==> config.mk <==
export PLATFORM = sky130hd
export DESIGN_NAME = dual_stream_sequencer
export DESIGN_NICKNAME = d
export VERILOG_FILES = /design/src/rtl/seq_pkg.sv /design/src/rtl/stream_walker.sv /design/src/rtl/skip_counter.sv /design/src/rtl/dual_stream_sequencer.sv
export SDC_FILE = /design/constraint.sdc
export NUM_CORES = 1
export LEC_CHECK = 0
export BUFFER_PORTS_ARGS = -buffer_cell sky130_fd_sc_hd__clkbuf_2
export CAP_MARGIN = 0
export CORE_MARGIN = 1
export CORE_UTILIZATION = 58
export CTS_CLUSTER_SIZE = 25
export DETAILED_ROUTE_END_ITERATION = 16
export PLACE_DENSITY = 0.87
export SLEW_MARGIN = 20
export SYNTH_ARGS = -nofsm -noshare
export SYNTH_HDL_FRONTEND = slang
export SYNTH_HIERARCHICAL = 1
export SYNTH_SLANG_ARGS = --single-unit
==> constraint.sdc <==
create_clock -name clk -period 6.5 [get_ports clk]
set_clock_uncertainty 0.1 [all_clocks]
set_input_delay 0.65 -clock clk [delete_from_list [all_inputs] [get_ports clk]]
set_output_delay 0.65 -clock clk [all_outputs]
set_load 0.03 [all_outputs]
==> src/rtl/seq_pkg.sv <==
package seq_pkg;
  typedef enum logic { DIR_UP = 1'b0, DIR_DOWN = 1'b1 } walk_dir_e;
  localparam int unsigned DEF_ADDR_W  = 32;
  localparam int unsigned DEF_MAX_LEN = 32;
  localparam int unsigned DEF_SKIP_W  = 4;
endpackage

==> src/rtl/stream_walker.sv <==
module stream_walker
  import seq_pkg::*;
#(
  parameter int unsigned ADDR_W     = DEF_ADDR_W,
  parameter int unsigned LEN_W      = 6,
  parameter logic [ADDR_W-1:0] RESET_ADDR = '0,
  parameter walk_dir_e   DIR        = DIR_UP
) (
  input  logic              clk,
  input  logic              rst,
  input  logic              load,
  input  logic [ADDR_W-1:0] target,
  input  logic              step,
  input  logic [LEN_W-1:0]  len,
  output logic [ADDR_W-1:0] pc
);
  localparam int unsigned PAD_W = ADDR_W - LEN_W;

  logic [ADDR_W-1:0] len_ext;
  logic [ADDR_W-1:0] moved;

  assign len_ext = {{PAD_W{1'b0}}, len};

  generate
    if (DIR == DIR_UP) begin : g_up
      assign moved = pc + len_ext;
    end else begin : g_down
      assign moved = pc - len_ext;
    end
  endgenerate

  always_ff @(posedge clk) begin
    if (rst)       pc <= RESET_ADDR;
    else if (load) pc <= target;
    else if (step) pc <= moved;
  end

  // branch target lands in the address register
  p_branch_load_r4: assert property (@(posedge clk) disable iff (rst)
    load |=> pc == $past(target));
  // no step, no movement
  p_hold_idle_r5: assert property (@(posedge clk) disable iff (rst)
    (!load && !step) |=> $stable(pc));
endmodule

==> src/rtl/skip_counter.sv <==
module skip_counter
  import seq_pkg::*;
#(
  parameter int unsigned SKIP_W = DEF_SKIP_W
) (
  input  logic              clk,
  input  logic              rst,
  input  logic              clear,
  input  logic              load,
  input  logic [SKIP_W-1:0] load_val,
  output logic              ready
);
  logic [SKIP_W-1:0] cnt;
  logic [SKIP_W-1:0] cnt_nxt;

  always_comb begin
    if (clear)              cnt_nxt = '0;
    else if (cnt != '0)     cnt_nxt = cnt - 1'b1;
    else if (load)          cnt_nxt = load_val;
    else                    cnt_nxt = '0;
  end

  always_ff @(posedge clk) begin
    if (rst) begin
      cnt   <= '0;
      ready <= 1'b1;
    end else begin
      cnt   <= cnt_nxt;
      ready <= (cnt_nxt == '0);
    end
  end

  // a running count falls by one per cycle
  p_skip_count_down_r7: assert property (@(posedge clk) disable iff (rst)
    (!clear && cnt != '0) |=> cnt == $past(cnt) - 1'b1);
  // a branch wipes the pending skip
  p_branch_clears_skip_r8: assert property (@(posedge clk) disable iff (rst)
    clear |=> (cnt == '0 && ready));
  // ready tracks an empty counter
  p_ready_matches_r7: assert property (@(posedge clk) disable iff (rst)
    ready == (cnt == '0));
endmodule

==> src/rtl/dual_stream_sequencer.sv <==
module dual_stream_sequencer
  import seq_pkg::*;
#(
  parameter int unsigned ADDR_W  = DEF_ADDR_W,
  parameter int unsigned MAX_LEN = DEF_MAX_LEN,
  parameter int unsigned SKIP_W  = DEF_SKIP_W,
  parameter logic [ADDR_W-1:0] RESET_ADDR = '0,
  localparam int unsigned LEN_W  = $clog2(MAX_LEN + 1)
) (
  input  logic              clk,
  input  logic              rst,
  input  logic              br_valid,
  input  logic [ADDR_W-1:0] br_target,
  input  logic              ex_len_valid,
  input  logic [LEN_W-1:0]  ex_len,
  input  logic              fl_len_valid,
  input  logic [LEN_W-1:0]  fl_len,
  input  logic [SKIP_W-1:0] ex_skip,
  input  logic [SKIP_W-1:0] fl_skip,
  output logic [ADDR_W-1:0] ex_pc,
  output logic              ex_issue,
  output logic [ADDR_W-1:0] fl_pc,
  output logic              fl_issue
);
  logic ex_take;
  logic fl_take;

  assign ex_take = ex_issue && ex_len_valid && !br_valid;
  assign fl_take = fl_issue && fl_len_valid && !br_valid;

  stream_walker #(
    .ADDR_W(ADDR_W), .LEN_W(LEN_W), .RESET_ADDR(RESET_ADDR), .DIR(DIR_UP)
  ) i_ex_walker (
    .clk(clk), .rst(rst), .load(br_valid), .target(br_target),
    .step(ex_take), .len(ex_len), .pc(ex_pc)
  );

  stream_walker #(
    .ADDR_W(ADDR_W), .LEN_W(LEN_W), .RESET_ADDR(RESET_ADDR), .DIR(DIR_DOWN)
  ) i_fl_walker (
    .clk(clk), .rst(rst), .load(br_valid), .target(br_target),
    .step(fl_take), .len(fl_len), .pc(fl_pc)
  );

  // the flow half-bundle's padding idles the execution stream, and vice versa
  skip_counter #(.SKIP_W(SKIP_W)) i_ex_skip (
    .clk(clk), .rst(rst), .clear(br_valid), .load(fl_take),
    .load_val(ex_skip), .ready(ex_issue)
  );

  skip_counter #(.SKIP_W(SKIP_W)) i_fl_skip (
    .clk(clk), .rst(rst), .clear(br_valid), .load(ex_take),
    .load_val(fl_skip), .ready(fl_issue)
  );

  // execution address climbs by the consumed length
  p_ex_advance_r2: assert property (@(posedge clk) disable iff (rst)
    (ex_issue && ex_len_valid && !br_valid) |=>
      ex_pc == $past(ex_pc) + ADDR_W'($past(ex_len)));
  // flow address descends by the consumed length
  p_fl_retreat_r3: assert property (@(posedge clk) disable iff (rst)
    (fl_issue && fl_len_valid && !br_valid) |=>
      fl_pc == $past(fl_pc) - ADDR_W'($past(fl_len)));
  // an idle stream keeps its address
  p_idle_holds_r7: assert property (@(posedge clk) disable iff (rst)
    (!ex_issue && !br_valid) |=> $stable(ex_pc));
  // a nonzero skip from the flow side idles the execution side
  p_skip_load_r6: assert property (@(posedge clk) disable iff (rst)
    (fl_issue && fl_len_valid && !br_valid && ex_issue && ex_skip != '0)
      |=> !ex_issue);
  // both streams share the branch entry point
  p_shared_entry_r4: assert property (@(posedge clk) disable iff (rst)
    br_valid |=> ex_pc == fl_pc);
endmodule

; Word level (Yosys, flattened, before mapping)
; Cells that the tools add are included.
; Widths: inputs -> output; s select.
[totals]
register_bits = 74
[op_classes]
n_addsub = 4
mux = 10
reduce_logical = 11
[ops]
columns = cell, count
row1 = $mux 32, 4
row2 = $add 32x6->32, 1
row3 = $sub 32x6->32, 1
row4 = $mux 4, 6
row5 = $logic_not 4->1, 2
row6 = $reduce_bool 4->1, 2
row7 = $sub 4x1->4 const B, 2
row8 = $logic_and 1x1->1, 4
row9 = $reduce_bool 2->1, 2
row10 = $logic_not 1->1, 1

; Depth between registers and ports, before layout
; Gate-level depths: netlist of run 1.
[logic_depth]
word_depth = 6
depth_mapped = 9
ltp_nobuf = 8

; Modules after synthesis
; Netlist of run 1, hierarchy kept.
[modules_own_cells]
columns = module, instances, cells_per_inst, area_per_inst_um2, seq_area_each_um2
row1 = stream_walker at i_ex_walker, 1, 256, 2113.3, 640.6
row2 = stream_walker at i_fl_walker, 1, 253, 2109.5, 640.6
row3 = skip_counter, 2, 29, 270.3, 100.1
row4 = dual_stream_sequencer, 1, 2, 17.5, 0.0

; Worst setup path before layout of run 1
; Ideal clock, no wire load.
[synth_path]
path_kind = input-to-reg
from = in ex_len[0]
to = reg i_ex_walker.pc[30]
setup_time_ns = 0.141
arrival_ns = 2.313
required_ns = 6.259
path_slack_ns = 3.945
path_stages = 7
path_buffers = 1
cell_sequence = ha_1 -> fa_1 -> a211oi_1 -> o21ai_1 -> clkbuf_1 -> a311oi_1 -> a2111oi_2
[synth_via]
elab_chain_cells = 3
[synth_lines]
columns = element, line_no
row1 = start: declaration, dual_stream_sequencer.sv:15  ; input logic [LEN_W-1:0] ex_len,
row2 = $add 32x6->32, stream_walker.sv:26  ; assign moved = pc + len_ext;
row3 = $mux 32, stream_walker.sv:35  ; else if (step) pc <= moved;
row4 = $mux 32, stream_walker.sv:34  ; else if (load) pc <= target;
row5 = end signal: assignment, stream_walker.sv:34
row6 = end signal: assignment, stream_walker.sv:35
row7 = end: declaration, stream_walker.sv:15  ; output logic [ADDR_W-1:0] pc
; Every way passes these cells. The select of a mux whose other input is x is not followed.
; A chain may end at the register's enable or synchronous reset.

; Final worst setup path of run 1
[layout_path]
from = in br_valid
to = reg i_fl_walker.pc[28]
[layout_via]
elab_chain_cells = 3
word_cells_on_any_way = 4
cone_classes = mux (1) / reduce/logical (3)
[layout_lines]
columns = element, line_no
row1 = start: declaration, dual_stream_sequencer.sv:12  ; input logic br_valid,
row2 = $logic_not 1->1, dual_stream_sequencer.sv:29  ; assign fl_take = fl_issue && fl_len_valid && !br_valid;
row3 = $logic_and 1x1->1, dual_stream_sequencer.sv:29
row4 = via fl_take, dual_stream_sequencer.sv:26  ; logic fl_take;
row5 = $reduce_bool 2->1 (no source line), -
row6 = end signal: assignment, stream_walker.sv:34
row7 = end signal: assignment, stream_walker.sv:35
row8 = end: declaration, stream_walker.sv:15
; The timed path passes the listed nets, and every way through them passes these cells.

==> results of run 1 <==
==> synth_stat cells, types with 12 or more instances <==
library cell and count:
nor3_1 24, clkbuf_1 22, a21oi_1 43, nand4_1 12, nor2_1 44, dfxtp_1 74, nand3_1 20, nand2_1 15
inv_1 49, o21a_1 18, xnor2_1 40, a211oi_1 25, ha_1 16, nor4_1 12
==> power groups by stage <==
stage | Combinational, mW | Clock (mW) | Sequential, mW
after floorplan | 0.202 | 0 | 0.595
after CTS | 0.358 | 0.374 | 0.534
after global placement | 0.344 | 0 | 0.542
after global routing | 0.393 | 0.395 | 0.541
final | 0.364 | 0.370 | 0.537
after detailed placement | 0.355 | 0 | 0.545
==> logic make-up after synthesis <==
group,Yosys count,share of synthesized area
compound gates,147,0.222
xor+xnor,42,0.0769
fa+ha+maj,18,0.0502
buf+inv,80,0.0680
flops,74,0.310
mux,4,0.00838
simple gates,204,0.264
==> critical path, stage by stage <==
cell and delay (ns):
clkbuf_2 0.33, and3b_1 0.65, nor2b_1 0.56, nand3_1 0.41
nor4_1 0.47, mux2i_1 0.22, o21ai_0 0.09
==> routing by layer <==
metal | global-route usage | up-vias | share of wire
li1 | - | 2302 | -
met4 | 0.123 | 0 | 0.037
met5 | 0 | - | 0
met3 | 0.0575 | 56 | 0.096
met1 | 0.427 | 2289 | 0.41
met2 | 0.500 | 289 | 0.46
==> state kept, by name, indices dropped and copies added, names as in the netlist <==
signal / count
i_ex_walker/pc: 32
i_fl_walker/pc: 32
i_ex_skip/cnt: 4
i_fl_skip/cnt: 4
i_ex_skip/ready: 1
i_fl_skip/ready: 1
==> how the worst max path moves through the flow <==
stage                    from                         endpoint  slack, ns  cells past startpoint
global placement     br_valid  i_fl_walker/pc[28]$_SDFFE_PP0P_       3.11                      7
global route         br_valid  i_fl_walker/pc[28]$_SDFFE_PP0P_       2.95                      7
detailed placement   br_valid  i_fl_walker/pc[28]$_SDFFE_PP0P_       2.96                      7
CTS                  br_valid  i_fl_walker/pc[28]$_SDFFE_PP0P_       3.32                      7
floorplan           ex_len[0]  i_ex_walker/pc[30]$_SDFFE_PP0P_       3.95                      7
finish               br_valid  i_fl_walker/pc[28]$_SDFFE_PP0P_       3.23                      7
==> stage by stage <==
stage               cells  hold slack, ns  power, mW
floorplan             569           0.540      0.797
global placement      766           0.459      0.886
detailed placement    766           0.476      0.900
CTS                   781           0.438       1.27
global route          782           0.462       1.33
finish                782           0.452       1.27
==> cell type report <==
cell class	count	area share
tap	102	0.0227
sequential	74	0.264
clock buffer	11	0.0269
multi-input combinational	415	0.529
inverter	49	0.0327
timing repair buffer	127	0.115
clock inverter	4	0.00913
==> flow_metrics.env, run 1 <==
export IMPL_status="complete, no violations"
export IMPL_stdcell_area_um2=5620
export IMPL_die_w_um=92.8
export IMPL_core_um2=7850
export IMPL_setup_ws_ns=3.23
export IMPL_slew_headroom=0.375
export IMPL_criticalPathCategory="input pin to flop"
export IMPL_holdCritStartpoint="br_target[28]"
export IMPL_dp_slack_ns=2.96
export IMPL_grt_pass1_wl_um=21600
export IMPL_drtIter0Drc=383
export IMPL_min_to="i_fl_walker/pc[28]$_SDFFE_PP0P_"
export IMPL_synth_top_cell_area_share=0.310
export IMPL_synthCells=569
export IMPL_synth_area_leaders="dfxtp_1 31%, xnor2_1 7.3%, a21oi_1 4.5%"
export IMPL_fmax_mhz=305
export IMPL_r2r_start="i_fl_skip/ready$_SDFF_PP1_"
export IMPL_yosys_register_bits=74
export IMPL_hp_class="input pin to flop"
export IMPL_p_sw_frac=0.355
export IMPL_min_period_ns=3.27
export IMPL_intPower_mw=0.819
export IMPL_syn_nets=644
export IMPL_cts_root_buf="clkbuf_8"
export IMPL_wl_per_cell_um=17.3
export IMPL_min_period_over_period=0.504
export IMPL_r2r_slack_ns=3.68
export IMPL_fin_tns_setup_ns=0
export IMPL_peakVddDrop_v=0.000163
export IMPL_num_vias=4936
export IMPL_wirelength_um=13500
export IMPL_synth_edf_count=0
export IMPL_endpoint_kind="flop"
export IMPL_netSwitchingPower_mw=0.451
export IMPL_worst_endpoint_arrival_ns=3.39
export IMPL_htreeDepth=3
export IMPL_rows=32
export IMPL_power_leakage_nw=2.36
export IMPL_cts_made_buffers=9
export IMPL_max_cap_violations=0
export IMPL_p_comb_frac=0.286
export IMPL_utilization=0.716
export IMPL_synthArstFlopShare=0
export IMPL_critical_path_required_ns=6.61
export IMPL_clock_sinks=74
export IMPL_start_util=0.609
export IMPL_pin_count=123
export IMPL_clk_latency_ns=0.36
export IMPL_grt_usage=0.317
export IMPL_final_common_cell="clkbuf_2"
export IMPL_p_clk_frac=0.291
export IMPL_ys_flop_type="dfxtp_1"
export IMPL_clock_path_buffers=2
export IMPL_cts_tree="built"
export IMPL_antenna_cells=0
export IMPL_yosysWarnings=6
export IMPL_path_max_fanout=28
export IMPL_multiInputGateArea_um2=2970
export IMPL_hold_buffers=0
export IMPL_rsz0062_at_grt="no"
export IMPL_antenna_found_initial=0
export IMPL_fillCellCount=629
export IMPL_dr_pass1_iters=6
export IMPL_seq_power_share=0.422
export IMPL_route_detailed_drc=0
export IMPL_grt_max_degree=68
export IMPL_worst_slew_pin_slew_ns=0.931
export IMPL_setup_violations=0
export IMPL_syn_area_per_cell_um2=8.40
export IMPL_cts_setup_buffers=0
export IMPL_die_area_um2=8610
export IMPL_r2r_end="i_fl_walker/pc[28]$_SDFFE_PP0P_"
export IMPL_rr_worst_depth=6
export IMPL_synth_distinct_cells=74
export IMPL_drive_above_1_share=0.257
export IMPL_ys_seq_area_frac=0.310
export IMPL_area_delta_synth_final_pct=17.5
export IMPL_cp_start_kind="input pin"
export IMPL_nets=751
export IMPL_hold_viol_final=0
export IMPL_hold_depth=3
export IMPL_post_dp_hpwl_um=9700
export IMPL_final_cell_mix="122 x clkbuf_2, 74 x dfxtp_1, 49 x inv_1"
export IMPL_drtAntennaViolNets=0
export IMPL_syn_area_um2=4780
export IMPL_gp_congestion=0.980
export IMPL_gr_total_overflow=0
export IMPL_cts_resized_gates=0
export IMPL_grt_pass1_vias=4458
export IMPL_path_clk_slew_ns=0.08
export IMPL_die_h_um=92.8
export IMPL_place_area_um2=5410
export IMPL_vias_per_cell=6.31
export IMPL_drv_slew=0
export IMPL_pwr_density_cell_nw_per_um2=226
export IMPL_numPortBuffers=122
export IMPL_synth_largest_area_cell="dfxtp_1"
export IMPL_seq_area_um2=1480
Note: power is estimated with default switching activity, not from simulation.
==> run 2, diff against run 1 <==
CORE_UTILIZATION = 49   (was 58)
PLACE_DENSITY = 0.79   (was 0.87)
clock period = 2.88 ns   (was 6.5 ns; I/O delays follow)
==> run 2 against run 1 <==
  * Combinational power grew 130%
  * Utilization is 10 points lower
  * Clock power rose by 120%
  * Sequential cell count did not move
  * Critical path depth is the same
  * Non-clock buffer count up 9
  * Via count down 4.6%
  * Sequential share of layout area fell by 0.42 points
  * Cell count rose by 4.6%
  * Critical endpoint is now i_ex_walker/pc[28]$_SDFFE_PP0P_
  * Largest power group unchanged
  * Highest routed layer unchanged
==> flow_metrics.env, run 2 (synthesized netlist as in run 1, its figures left out) <==
export IMPL_status="complete, no violations"
export IMPL_final_cell_mix="122 x clkbuf_2, 74 x dfxtp_1, 49 x inv_1"
export IMPL_wl_per_cell_um=16.3
export IMPL_total_power_mw=2.84
export IMPL_hold_viol_final=0
export IMPL_rsz0062_at_grt="no"
export IMPL_p_sw_frac=0.354
export IMPL_hold_buffers=0
export IMPL_drtAntennaViolNets=0
export IMPL_grt_max_degree=68
export IMPL_start_util=0.513
export IMPL_pwr_density_cell_nw_per_um2=497
export IMPL_rr_worst_depth=7
export IMPL_drv_slew=0
export IMPL_holdCritStartpoint="br_target[4]"
export IMPL_path_clk_slew_ns=0.08
export IMPL_path_delay_family="compound AO/OA/AOI/OAI gates"
export IMPL_grt_usage=0.274
export IMPL_final_common_cell="clkbuf_2"
export IMPL_cts_made_buffers=9
export IMPL_num_vias=4707
export IMPL_cp_cell_sequence="ha_1, fa_1, a211oi_1, o21ai_1, nand2_1, and4bb_2, a2111oi_2"
export IMPL_critical_path_required_ns=3.02
export IMPL_max_cap_violations=0
export IMPL_worst_slew_pin_slew_ns=0.789
export IMPL_setup_ws_ns=0.381
export IMPL_post_dp_hpwl_um=10100
export IMPL_numPortBuffers=122
export IMPL_min_period_over_period=0.868
export IMPL_cts_root_buf="clkbuf_8"
export IMPL_fillCellCount=838
export IMPL_path_buf_inv=0
export IMPL_path_max_fanout=5
export IMPL_cp_depth=7
export IMPL_dp_slack_ns=0.391
export IMPL_p_comb_frac=0.292
export IMPL_seq_power_share=0.425
export IMPL_critPathSlowestCell="fa_1"
export IMPL_wirelength_um=13400
export IMPL_criticalPathCategory="flop to flop"
export IMPL_netSwitchingPower_mw=1.01
export IMPL_setup_violations=0
export IMPL_worst_endpoint_arrival_ns=2.64
export IMPL_gr_total_overflow=0
export IMPL_crit_path_start="i_ex_walker/pc[0]$_SDFFE_PP0P_"
export IMPL_fin_tns_setup_ns=0
export IMPL_core_um2=9330
export IMPL_die_area_um2=10200
export IMPL_pin_count=123
export IMPL_rows=35
export IMPL_intPower_mw=1.83
export IMPL_slew_headroom=0.469
export IMPL_area_delta_synth_final_pct=19.4
export IMPL_min_period_ns=2.50
export IMPL_grt_pass1_wl_um=21700
export IMPL_nets=760
export IMPL_drive_above_1_share=0.267
export IMPL_cts_setup_buffers=0
export IMPL_hold_depth=3
export IMPL_r2r_start="i_ex_walker/pc[0]$_SDFFE_PP0P_"
export IMPL_antenna_found_initial=0
export IMPL_peakVddDrop_v=0.000403
export IMPL_clock_path_buffers=2
export IMPL_htreeDepth=3
export IMPL_top_regs="i_ex_walker/pc: 32 flops, i_fl_walker/pc: 32 flops"
export IMPL_route_detailed_drc=0
export IMPL_die_w_um=101
export IMPL_p_clk_frac=0.283
export IMPL_gp_congestion=0.899
export IMPL_antenna_cells=0
export IMPL_hp_class="input pin to flop"
export IMPL_drtIter0Drc=280
export IMPL_die_h_um=101
export IMPL_cts_tree="built"
export IMPL_endpoint_kind="flop"
export IMPL_vias_per_cell=5.75
export IMPL_fmax_mhz=400
export IMPL_grt_pass1_vias=4464
export IMPL_cp_start_kind="flop"
export IMPL_clk_latency_ns=0.35
export IMPL_clock_sinks=74
export IMPL_dr_pass1_iters=6
export IMPL_cts_resized_gates=0
export IMPL_cp_slowest_stage_delay_ns=0.43
export IMPL_power_leakage_nw=2.40
[run 2: cell types whose count changed in the layout (fill, tap and decap cells not counted), sizes merged]
cell and delta:
clkbuf -2, clkinvlp +1, buf +10
[run 2: final timing paths]
path | to | slack [ns]
worst min-delay path | i_fl_walker/pc[4]$_SDFFE_PP0P_ | 0.08
worst max register to register | i_ex_walker/pc[28]$_SDFFE_PP0P_ | 0.38
worst max-delay path | i_ex_walker/pc[28]$_SDFFE_PP0P_ | 0.38
worst min register to register | i_fl_walker/pc[30]$_SDFFE_PP0P_ | 0.48
[run 2: power by group through the flow]
| stage | Clock (mW) | Combinational [mW] | Sequential [mW] |
|---|---|---|---|
| global placement | 0 | 0.799 | 1.22 |
| finish | 0.804 | 0.830 | 1.21 |
| detailed placement | 0 | 0.820 | 1.23 |
| floorplan | 0 | 0.456 | 1.34 |
| CTS | 0.815 | 0.825 | 1.20 |
| global route | 0.873 | 0.907 | 1.22 |
[run 2: final cells by class]
class / count / area [µm²] / area share
Multi-Input combinational cell: 415 / 2970 / 0.521
Clock buffer: 10 / 138 / 0.0241
Inverter: 49 / 184 / 0.0322
Timing Repair Buffer: 136 / 716 / 0.125
Clock inverter: 5 / 55.1 / 0.00964
Sequential cell: 74 / 1480 / 0.259
Tap cell: 129 / 161 / 0.0283
[run 2: through the flow]
step / util / hold slack (ns) / cells / area [µm²]
global placement: 0.591 / 0.437 / 803 / 5520
finish: 0.612 / 0.0810 / 818 / 5710
CTS: 0.612 / 0.0710 / 818 / 5710
floorplan: - / 0.267 / 569 / 4780
global route: 0.612 / 0.0713 / 818 / 5710
detailed placement: 0.591 / 0.444 / 803 / 5520
[run 2: layer usage]
metal | track usage | routed length (µm)
met1 | 0.354 | 5930
met2 | 0.457 | 6490
met3 | 0.0499 | 688
met4 | 0.0970 | 256
met5 | 0 | 0
[run 2: worst min-delay path, delay by kind of cell]
family | cells | cell delay [ns]
buffers and inverters | 1 | 0.09
and+or+nand+nor | 2 | 0.12
==> run 3, diff against run 2 <==
PLACE_DENSITY = 0.78   (was 0.79)
==> run 3 against run 2 <==
  * Global-route usage down 0.69 points
  * Critical path type unchanged
  * Non-clock buffer count down 2
  * Via count up 0.38%
  * Sequential power about the same
  * Register-to-register slack better by 0.08 ns
  * Sequential share of layout area up 0.057 points
  * Critical endpoint is now i_fl_walker/pc[30]$_SDFFE_PP0P_
==> flow_metrics.env, run 3 (synthesized netlist as in run 1, its figures left out) <==
export IMPL_cp_cell_sequence="inv_1, ha_1, fa_1, nor2b_1, o31a_2, or2b_2, or4_1, o211ai_1"
export IMPL_area_delta_synth_final_pct=19.2
export IMPL_top_regs="i_ex_walker/pc: 32 flops, i_fl_walker/pc: 32 flops"
export IMPL_holdWs_ns=0.0838
export IMPL_fin_tns_setup_ns=0
export IMPL_final_cell_mix="122 x clkbuf_2, 74 x dfxtp_1, 49 x inv_1"
export IMPL_worst_endpoint_arrival_ns=2.59
export IMPL_start_util=0.513
export IMPL_path_buf_inv=1
export IMPL_fmax_mhz=414
export IMPL_max_cap_violations=0
export IMPL_clk_latency_ns=0.36
export IMPL_antenna_cells=0
export IMPL_slew_headroom=0.407
export IMPL_die_h_um=101
export IMPL_cp_slowest_stage_delay_ns=0.51
export IMPL_die_area_um2=10200
export IMPL_cts_setup_buffers=0
export IMPL_drtAntennaViolNets=0
export IMPL_clock_sinks=74
export IMPL_final_common_cell="clkbuf_2"
export IMPL_intPower_mw=1.74
export IMPL_gp_congestion=0.936
export IMPL_drtIter0Drc=305
export IMPL_grt_usage=0.267
export IMPL_grt_pass1_vias=4439
export IMPL_die_w_um=101
export IMPL_netSwitchingPower_mw=1.07
export IMPL_p_clk_frac=0.277
export IMPL_p_sw_frac=0.381
export IMPL_rsz0062_at_grt="no"
export IMPL_path_max_fanout=14
export IMPL_grt_max_degree=93
export IMPL_route_detailed_drc=0
export IMPL_pin_count=123
export IMPL_wl_per_cell_um=16.1
export IMPL_path_clk_slew_ns=0.09
export IMPL_path_delay_family="simple AND/OR/NAND/NOR gates"
export IMPL_vias_per_cell=5.78
export IMPL_cts_tree="built"
export IMPL_cts_made_buffers=9
export IMPL_htreeDepth=3
export IMPL_min_period_over_period=0.839
export IMPL_hold_viol_final=0
export IMPL_worst_slew_pin_slew_ns=0.890
export IMPL_core_um2=9330
export IMPL_num_vias=4725
export IMPL_nets=758
export IMPL_cts_root_buf="clkbuf_8"
export IMPL_setup_violations=0
export IMPL_wirelength_um=13100
export IMPL_cts_resized_gates=0
export IMPL_seq_power_share=0.429
export IMPL_multiInputGateArea_um2=2970
export IMPL_dr_pass1_iters=5
export IMPL_status="complete, no violations"
export IMPL_cp_start_kind="flop"
export IMPL_power_leakage_nw=2.39
export IMPL_grt_pass1_wl_um=21400
export IMPL_criticalPathCategory="flop to flop"
export IMPL_hp_class="input pin to flop"
export IMPL_hold_buffers=0
export IMPL_critical_path_required_ns=3.05
export IMPL_clock_path_buffers=2
export IMPL_gr_total_overflow=0
export IMPL_min_period_ns=2.42
export IMPL_drv_slew=0
export IMPL_peakVddDrop_v=0.000336
export IMPL_numPortBuffers=122
export IMPL_antenna_found_initial=0
export IMPL_drive_above_1_share=0.266
export IMPL_seq_area_um2=1480
export IMPL_post_dp_hpwl_um=9860
export IMPL_pwr_density_cell_nw_per_um2=494
export IMPL_p_comb_frac=0.294
export IMPL_fillCellCount=833
export IMPL_endpoint_kind="flop"
export IMPL_rows=35
export IMPL_critPathSlowestCell="or4_1"
## run 3: metal layers
metal / global-route usage / vias up / part of all wire
met5: 0 / - / 0
met4: 0.0758 / 0 / 0.013
met3: 0.0534 / 14 / 0.059
met2: 0.443 / 152 / 0.48
met1: 0.352 / 2236 / 0.45
li1: - / 2323 / -
## run 3: path summary, 6_finish.rpt
path	start	end	slack, ns	cells past startpoint
max	i_fl_walker/pc[0]$_SDFFE_PP0P_	i_fl_walker/pc[30]$_SDFFE_PP0P_	0.46	8
min	br_target[5]	i_fl_walker/pc[5]$_SDFFE_PP0P_	0.08	3
max reg2reg	i_fl_walker/pc[0]$_SDFFE_PP0P_	i_fl_walker/pc[30]$_SDFFE_PP0P_	0.46	8
min reg2reg	i_fl_walker/pc[3]$_SDFFE_PP0P_	i_fl_walker/pc[3]$_SDFFE_PP0P_	0.49	2
## run 3: worst reg2reg max path, delay by kind of cell, from the launching register on
kind	cells	cell delay, ns
AO/OA/AOI/OAI	2	0.51
adder cells (fa/ha/maj)	2	0.42
buffers and inverters	1	0.05
flip-flops	1	0.33
AND/OR/NAND/NOR	3	0.92
## run 3: final cells by class
type                            count  share of cell area
Inverter                           49              0.0323
Tap cell                          129              0.0283
Clock buffer                        9              0.0217
Clock inverter                      7              0.0103
Sequential cell                    74               0.260
Multi-Input combinational cell    415               0.522
Timing Repair Buffer              134               0.125
## run 3: per-stage QoR
stage	instance area [µm²]	utilization	total power [mW]	setup WS, ns	cells
2_1_floorplan	4780	-	1.80	0.526	569
3_3_place_gp	5510	0.591	2.02	0.495	801
3_5_place_dp	5510	0.591	2.05	0.441	801
4_1_cts	5700	0.611	2.82	0.464	817
5_1_grt	5700	0.611	2.96	0.352	817
6_report	5700	0.611	2.81	0.463	817
## run 3: power groups by stage
| stage | clock (mW) | combinational (mW) | sequential (mW) |
|---|---|---|---|
| after global placement | 0 | 0.797 | 1.22 |
| after CTS | 0.790 | 0.823 | 1.20 |
| after detailed placement | 0 | 0.819 | 1.23 |
| after floorplan | 0 | 0.456 | 1.34 |
| final | 0.779 | 0.827 | 1.21 |
| after global routing | 0.842 | 0.903 | 1.22 |
